## config.mk

```make
export PLATFORM = sky130hd
export DESIGN_NAME = thermal_throttle_ctrl
export DESIGN_NICKNAME = d
export VERILOG_FILES = /design/src/rtl/thr_pkg.sv /design/src/rtl/thr_mode_fsm.sv /design/src/rtl/thr_fetch_gate.sv /design/src/rtl/thermal_throttle_ctrl.sv
export SDC_FILE = /design/constraint.sdc
export NUM_CORES = 1
export LEC_CHECK = 0
export ABC_AREA = 1
export CORE_UTILIZATION = 56
export DETAILED_ROUTE_END_ITERATION = 8
export PLACE_DENSITY = 0.9
export SLEW_MARGIN = 20
export SYNTH_ARGS = -nofsm -noshare
export SYNTH_HDL_FRONTEND = slang
export SYNTH_HIERARCHICAL = 1
export SYNTH_SLANG_ARGS = --single-unit
```

## constraint.sdc

```tcl
create_clock -name clk -period 3.93 [get_ports clk]
set_input_delay 0.393 -clock clk [delete_from_list [all_inputs] [get_ports clk]]
set_output_delay 0.393 -clock clk [all_outputs]
set_load 0.01 [all_outputs]
```

## src/rtl/thr_pkg.sv

```systemverilog
package thr_pkg;
  typedef enum logic [1:0] {
    MODE_NONE = 2'b00,
    MODE_GATE = 2'b01,
    MODE_LOW  = 2'b10
  } thr_mode_e;
endpackage

```

## src/rtl/thr_mode_fsm.sv

```systemverilog
module thr_mode_fsm
  import thr_pkg::*;
#(
  parameter int TEMP_W     = 10,
  parameter int SETTLE_CYC = 1000
) (
  input  logic              clk,
  input  logic              rst_n,
  input  logic [TEMP_W-1:0] temp,
  input  logic [TEMP_W-1:0] mild_thr,
  input  logic [TEMP_W-1:0] severe_thr,
  input  logic [TEMP_W-1:0] hyst,
  output thr_mode_e         mode_q
);
  localparam int CNT_W = $clog2(SETTLE_CYC + 1);
  localparam logic [CNT_W-1:0] SETTLE_LD = CNT_W'(SETTLE_CYC);

  thr_mode_e        mode_d;
  logic [CNT_W-1:0] settle_q, settle_d;
  logic             mild_hit, severe_hit, exit_ok, settled, vf_flip;

  always_comb begin
    mild_hit   = (temp >= mild_thr);
    severe_hit = (temp >= severe_thr);
    exit_ok    = (({1'b0, temp} + {1'b0, hyst}) < {1'b0, severe_thr});
    settled    = (settle_q == '0);
  end

  always_comb begin
    mode_d = mode_q;
    case (mode_q)
      MODE_LOW: begin
        if (exit_ok && settled) mode_d = mild_hit ? MODE_GATE : MODE_NONE;
      end
      default: begin
        if (severe_hit && settled) mode_d = MODE_LOW;
        else                       mode_d = mild_hit ? MODE_GATE : MODE_NONE;
      end
    endcase
  end

  always_comb begin
    vf_flip  = ((mode_d == MODE_LOW) != (mode_q == MODE_LOW));
    settle_d = settle_q;
    if (vf_flip)       settle_d = SETTLE_LD;
    else if (!settled) settle_d = settle_q - 1'b1;
  end

  always_ff @(posedge clk or negedge rst_n) begin
    if (!rst_n) begin
      mode_q   <= MODE_NONE;
      settle_q <= '0;
    end else begin
      mode_q   <= mode_d;
      settle_q <= settle_d;
    end
  end
endmodule

```

## src/rtl/thr_fetch_gate.sv

```systemverilog
module thr_fetch_gate #(
  parameter int DUTY_W = 8
) (
  input  logic              clk,
  input  logic              rst_n,
  input  logic              gate_active,
  input  logic [DUTY_W-1:0] duty,
  output logic              fetch_en
);
  logic [DUTY_W-1:0] acc_q, acc_d;
  logic [DUTY_W:0]   sum;

  always_comb begin
    sum      = {1'b0, acc_q} + {1'b0, duty};
    fetch_en = !(gate_active && sum[DUTY_W]);
    acc_d    = gate_active ? sum[DUTY_W-1:0] : '0;
  end

  always_ff @(posedge clk or negedge rst_n) begin
    if (!rst_n) acc_q <= '0;
    else        acc_q <= acc_d;
  end
endmodule

```

## src/rtl/thermal_throttle_ctrl.sv

```systemverilog
module thermal_throttle_ctrl
  import thr_pkg::*;
#(
  parameter int TEMP_W     = 10,
  parameter int DUTY_W     = 8,
  parameter int SETTLE_CYC = 1000
) (
  input  logic              clk,
  input  logic              rst_n,
  input  logic [TEMP_W-1:0] temp,
  input  logic [TEMP_W-1:0] mild_thr,
  input  logic [TEMP_W-1:0] severe_thr,
  input  logic [TEMP_W-1:0] hyst,
  input  logic [DUTY_W-1:0] duty,
  output logic              fetch_en,
  output logic              vf_low,
  output logic [1:0]        mode
);
  thr_mode_e mode_q;

  thr_mode_fsm #(.TEMP_W(TEMP_W), .SETTLE_CYC(SETTLE_CYC)) u_fsm (
    .clk(clk), .rst_n(rst_n), .temp(temp), .mild_thr(mild_thr),
    .severe_thr(severe_thr), .hyst(hyst), .mode_q(mode_q)
  );

  thr_fetch_gate #(.DUTY_W(DUTY_W)) u_gate (
    .clk(clk), .rst_n(rst_n), .gate_active(mode_q == MODE_GATE),
    .duty(duty), .fetch_en(fetch_en)
  );

  assign vf_low = (mode_q == MODE_LOW);
  assign mode   = mode_q;
endmodule

```

# ---- Yosys cells after proc, flatten, opt, wreduce, memory -nomap -nowiden
# Index checks and enable logic that the tools add are counted.
dict set report word_totals {
  register_bits 20
}
dict set report op_classes {
  n_addsub 3
  n_lt_le_gt_ge 3
  n_eq_ne 5
  n_mux 7
  reduce_logical 5
}
# cell n
set ops {}
lappend ops {{$ge 10x10->1} 2}
lappend ops {{$mux 10} 2}
lappend ops {{$add 10x10->11} 1}
lappend ops {{$lt 11x10->1} 1}
lappend ops {{$logic_not 10->1} 1}
lappend ops {{$sub 10x1->10 const B} 1}
lappend ops {{$add 8x8->9} 1}
lappend ops {{$mux 8} 1}
lappend ops {{$mux 2} 3}
lappend ops {{$eq 2x2->1 const B} 2}
lappend ops {{$logic_and 1x1->1} 3}
lappend ops {{$eq 2x1->1 const B} 1}
lappend ops {{$ne 2x2->1 const B} 1}
lappend ops {{$logic_not 1->1} 1}
lappend ops {{$mux 1} 1}
lappend ops {{$ne 1x1->1} 1}

# ---- Longest topological paths before layout
dict set report depth {
  depth_word 8
  mapped_depth 21
  depth_no_buf 21
}

# ---- Modules after synthesis
# The synthesis kept the hierarchy.
# module instances cells_each area_each_um2 seq_area_each_um2
set modules_own_cells {}
lappend modules_own_cells {thr_mode_fsm 1 272 1893.1 300.3}
lappend modules_own_cells {thr_fetch_gate 1 76 591.8 200.2}
lappend modules_own_cells {thermal_throttle_ctrl 1 4 15.0 0.0}

# ---- Least setup slack after synthesis
# Ideal clock, no wire load.
dict set report synth_path {
  kind {in2reg}
  from {in temp[0]}
  to {reg u_fsm.settle_q[2]}
  t_arrival_ps 2351
  t_required_ps 3815
  setup_slack_ps 1464
  path_stages 16
  path_cell_list {ha_1 > fa_1 > a31oi_1 > xor2_1 > inv_1 > ha_1 > nand2_1 > nand2_1 > a21oi_1 > nand2_1 > nand2_1 > nand2_1 > nand2_1 > nand3_2 > nand4_1 > inv_1}
}
dict set report synth_via {
  elab_chain_len 8
  elab_cells_between_ends 14
  classes_between {add/sub: 1; order compare: 3; eq/ne: 3; mux: 5; reduce/logical: 2}
}
# item line_no
set synth_lines {}
lappend synth_lines {{start, declared} thermal_throttle_ctrl.sv:10} ;# input logic [TEMP_W-1:0] temp,
lappend synth_lines {{$add 10x10->11} thr_mode_fsm.sv:25} ;# exit_ok = (({1'b0, temp} + {1'b0, hyst}) < {1'b0, severe_thr});
lappend synth_lines {{$lt 11x10->1} thr_mode_fsm.sv:25}
lappend synth_lines {{$logic_and 1x1->1} thr_mode_fsm.sv:33} ;# if (exit_ok && settled) mode_d = mild_hit ? MODE_GATE : MODE_NONE;
lappend synth_lines {{$mux 2} thr_mode_fsm.sv:33}
lappend synth_lines {{$mux 2 *} thr_mode_fsm.sv:31} ;# case (mode_q)
lappend synth_lines {{$eq 2x2->1 *} thr_mode_fsm.sv:43} ;# vf_flip = ((mode_d == MODE_LOW) != (mode_q == MODE_LOW));
lappend synth_lines {{$ne 1x1->1 *} thr_mode_fsm.sv:43}
lappend synth_lines {{$ne 2x2->1 (no line) / $mux 10 (equally long branches)} --}
lappend synth_lines {{end signal, assigned} thr_mode_fsm.sv:55} ;# settle_q <= settle_d;
lappend synth_lines {{end, declared} thr_mode_fsm.sv:19} ;# logic [CNT_W-1:0] settle_q, settle_d;
# Every way passes the cells marked *; elsewhere a longest branch is shown, timed or not.
# A chain may end at the register's enable or synchronous reset.

# ---- Final worst setup path
dict set report layout_path {
  from {in temp[2]}
  to {reg u_fsm.settle_q[4]}
}
# The elaborated chain is that of the path after synthesis.

==> run_results.csv <==
group,metric,value,unit
die,rows,23,
route,drt_wl_total,6110,um
final_layout,areaGrowthSynthToFinish,25.5,%
synthesis,synth_cells,352,
synthesis,synth.top_cell.area_share,24.0,%
job,maxCapViolations,0,
global_route,grt_pass1_vias,2368,
die,fp.dieW,68.8,um
route,viasPerCell,5.32,
placed_design,post-place-cells,454,
timing,whs,0.567,ns
synthesis,syn_area,0.00250,sq mm
route,drt_pass1_iterations,4,
die,coreArea,0.00414,sq mm
global_route,grt_max_degree,21,
die,dieArea,0.00474,sq mm
synthesis,yosysUniqueCellTypes,34,
min_path,hold_depth,2,
placed_design,hpwlAfterDp,5050,um
placed_design,gp_congestion,0.881,
synthesis,yosys_warnings,6,
min_path,hp-class,"flip-flop to flip-flop",
clock_network,cts_sinks,20,
route,postRouteAntennaNets,0,
critical_path,critPathMaxFanout,5,
final_layout,finalNonFillerCells,458,
final_layout,utilization,75.7,%
global_route,grt_pass1_wl,9690,um
route,drc,0,
clock_network,clk_path_buf_depth,2,
timing,tns,0,ns
route,wire_per_inst,13.3,um
status,status,"complete, no violations",
critical_path,path_class,"input port to flip-flop",
final_layout,multi_input_area,0.00173,sq mm
die,start_util,60.3,%
global_route,gr-total-overflow,0,
final_layout,n_antenna_cell,0,
synthesis,yosys.area.top_type,"ha_1",
synthesis,synth_area_per_cell,7.10,sq um
final_layout,regArea,500,sq um
placed_design,port-buffer-count,53,
synthesis,syn_nets,452,
die,die_y,68.8,um
timing,final-max-slew-violation-count,0,
pwr,total_leakage_power,1.70,nW
critical_path,crit_required,4.08,ns
route,dr_total_vias,2435,
synthesis,async_flop_share,100,%
clock_network,clkTransAtPathRegs,0.07,ns
global_route,antenna_found_initial,0,
pwr,total_power,0.784,mW
critical_path,critPathMaxStageDelay,0.51,ns
synthesis,ys_seq_elements,20,
timing,rsz0062_at_grt,"no",
critical_path,r2r_slack,2.17,ns
final_layout,nNetsFinal,509,
critical_path,ff2ff_path_depth,7,
critical_path,cp-end-kind,"flip-flop",
clock_network,holdBufCountCts,0,
synthesis,synth_edf_count,0,
synthesis,yosys-top-cells-area,"ha_1 (24%), dfrtp_1 (20%), nand2_1 (14%)",
synthesis,yosysSeqAreaShare,20.0,%
pwr,vdd_drop_max,114,uV
route,drtIter0Drc,171,
clock_network,cts_buffers,3,
pwr,cellPowerDensity,250,mW/mm^2
timing,hold_viol,0,
clock_network,postCtsResizedCells,0,
clock_network,cts_setup_buffers,0,
timing,period_minus_slack,3.13,ns
critical_path,startpoint_type,"input port",
critical_path,crit_chain,"clkdlybuf4s50_1 > ha_1 > a21oi_1 > nand2_1 > nand2_1 > nand2_1 > a21oi_1 > xor2_1 > inv_1 > ha_1 > nand2_1 > inv_1 > a21oi_1 > nand2_1 > nand2_1 > nand2_1 > nand2_1 > nand3_2 > nand4_1 > inv_1",
global_route,track_usage,27.2,%
clock_network,worstSkewPairLatency,0.26,ns
clock_network,cts_tree,"done",
final_layout,fillCellCount,314,
synthesis,synth_flop_cell,"dfrtp_1",
clock_network,root_buffer,"clkbuf_8",
final_layout,layout-drive-gt1-share,5.64,%
timing,fin_worst_skew,0.00339,ns
timing,worst_pin_slew,0.908,ns
critical_path,cpMaxStageDelayCell,"clkdlybuf4s50_1",
critical_path,cp_common_cell,"nand2_1",
timing,fin_crit_sh,79.5,%
timing,max-slew-margin-rel,39.3,%
timing,fmax,0.320,GHz
timing,setup_viol,0,
die,io_pins,54,
critical_path,crit_arrival,3.28,ns
clock_network,h-tree-depth,1,
cell usage after synthesis (2+ instances only):
master,number
nand2_1,90
dfrtp_1,20
a21o_1,3
or2_4,2
or2_2,2
xnor2_1,2
inv_1,67
nand3_1,13
nor3_1,4
a21oi_1,25
xor2_1,10
o21ai_0,6
ha_1,48
inv_2,2
nand3_2,3
nor2_1,25
nand4_1,6
o211ai_1,3
a31oi_1,2
fa_1,2
nor2_4,2
nand2_2,3
area by class of cell:
type | instances | share of cell area (%)
inverter | 70 | 8.38
timing repair buffer | 53 | 16.9
multi-input combinational | 261 | 55.0
sequential | 20 | 16.0
clock buffer | 4 | 1.76
tap | 50 | 1.99
final timing paths:
kind / startpoint / to
worst max-delay path: temp[2] / u_fsm/settle_q[4]$_DFFE_PN0P_
worst min-delay path: u_fsm/settle_q[0]$_DFFE_PN0P_ / u_fsm/settle_q[0]$_DFFE_PN0P_
worst max register to register: u_fsm/settle_q[0]$_DFFE_PN0P_ / u_fsm/settle_q[4]$_DFFE_PN0P_
worst min register to register: u_fsm/settle_q[0]$_DFFE_PN0P_ / u_fsm/settle_q[0]$_DFFE_PN0P_
max in group asynchronous: rst_n / u_fsm/settle_q[5]$_DFFE_PN0P_
min in group asynchronous: rst_n / u_gate/acc_q[1]$_DFF_PN0_
per-layer routing:
metal  vias up  share of wire (%)  global-route usage, %
met5         -                  0                      0
met4         0               0.80                   4.59
met3         8                4.5                   3.29
met2        76                 49                   49.6
met1      1105                 46                   34.4
li1       1246                  -                      -
through the flow:
step / area [sq um] / worst slack (ns)
after global routing: 3140 / 0.555
after detailed placement: 3080 / 0.651
after CTS: 3140 / 0.894
after global placement: 3080 / 0.735
final: 3140 / 0.805
after floorplan: 2500 / 1.46
power by group:
| part | internal, mW | switching (mW) | total [mW] | leakage (nW) |
|---|---|---|---|---|
| clock | 0.0891 | 0.0661 | 0.155 | 0.0288 |
| combinational | 0.178 | 0.215 | 0.393 | 1.43 |
| sequential | 0.227 | 0.00871 | 0.235 | 0.235 |
cell families (layout without fill, tap and decap cells):
kind of cell | after synthesis | count (layout) | synth area share (%)
simple gates | 156 | 156 | 29.4
fa+ha+maj | 50 | 50 | 25.6
compound gates | 43 | 43 | 9.81
flops | 20 | 20 | 20.0
xor+xnor | 12 | 12 | 4.20
buf+inv | 71 | 127 | 11.0
registers in the layout, indices dropped and copies added, names as in the netlist:
name / flops
u_gate/acc_q: 8
u_fsm/settle_q: 10
u_fsm/mode_q: 2
layout by cell type (no fill, tap or decap):
cell,netlist,layout
a21boi_0,1,1
a21o_1,3,3
a21oi_1,25,25
a31oi_1,2,2
clkbuf_8,0,4
clkdlybuf4s50_1,0,53
clkinv_1,1,1
dfrtp_1,20,20
fa_1,2,2
ha_1,48,48
inv_1,67,67
inv_2,2,2
nand2_1,90,90
nand2_2,3,3
nand3_1,13,13
nand3_2,3,3
nand3_4,1,1
nand3b_4,1,1
nand4_1,6,6
nor2_1,25,25
nor2_2,1,1
nor2_4,2,2
nor3_1,4,4
nor3b_1,1,1
nor4_1,1,1
nor4_4,1,1
o2111ai_1,1,1
o211ai_1,3,3
o21ai_0,6,6
o21ai_2,1,1
o21bai_1,1,1
or2_2,2,2
or2_4,2,2
xnor2_1,2,2
xor2_1,10,10
critical path: cells and delay by family:
family,cells,cell delay [ns]
AO/OA/AOI/OAI,3,0.46
AND/OR/NAND/NOR,10,0.92
XOR/XNOR,1,0.17
buffers and inverters,4,0.67
adder cells (fa/ha/maj),2,0.68
Power figures use the tool's default switching activity.
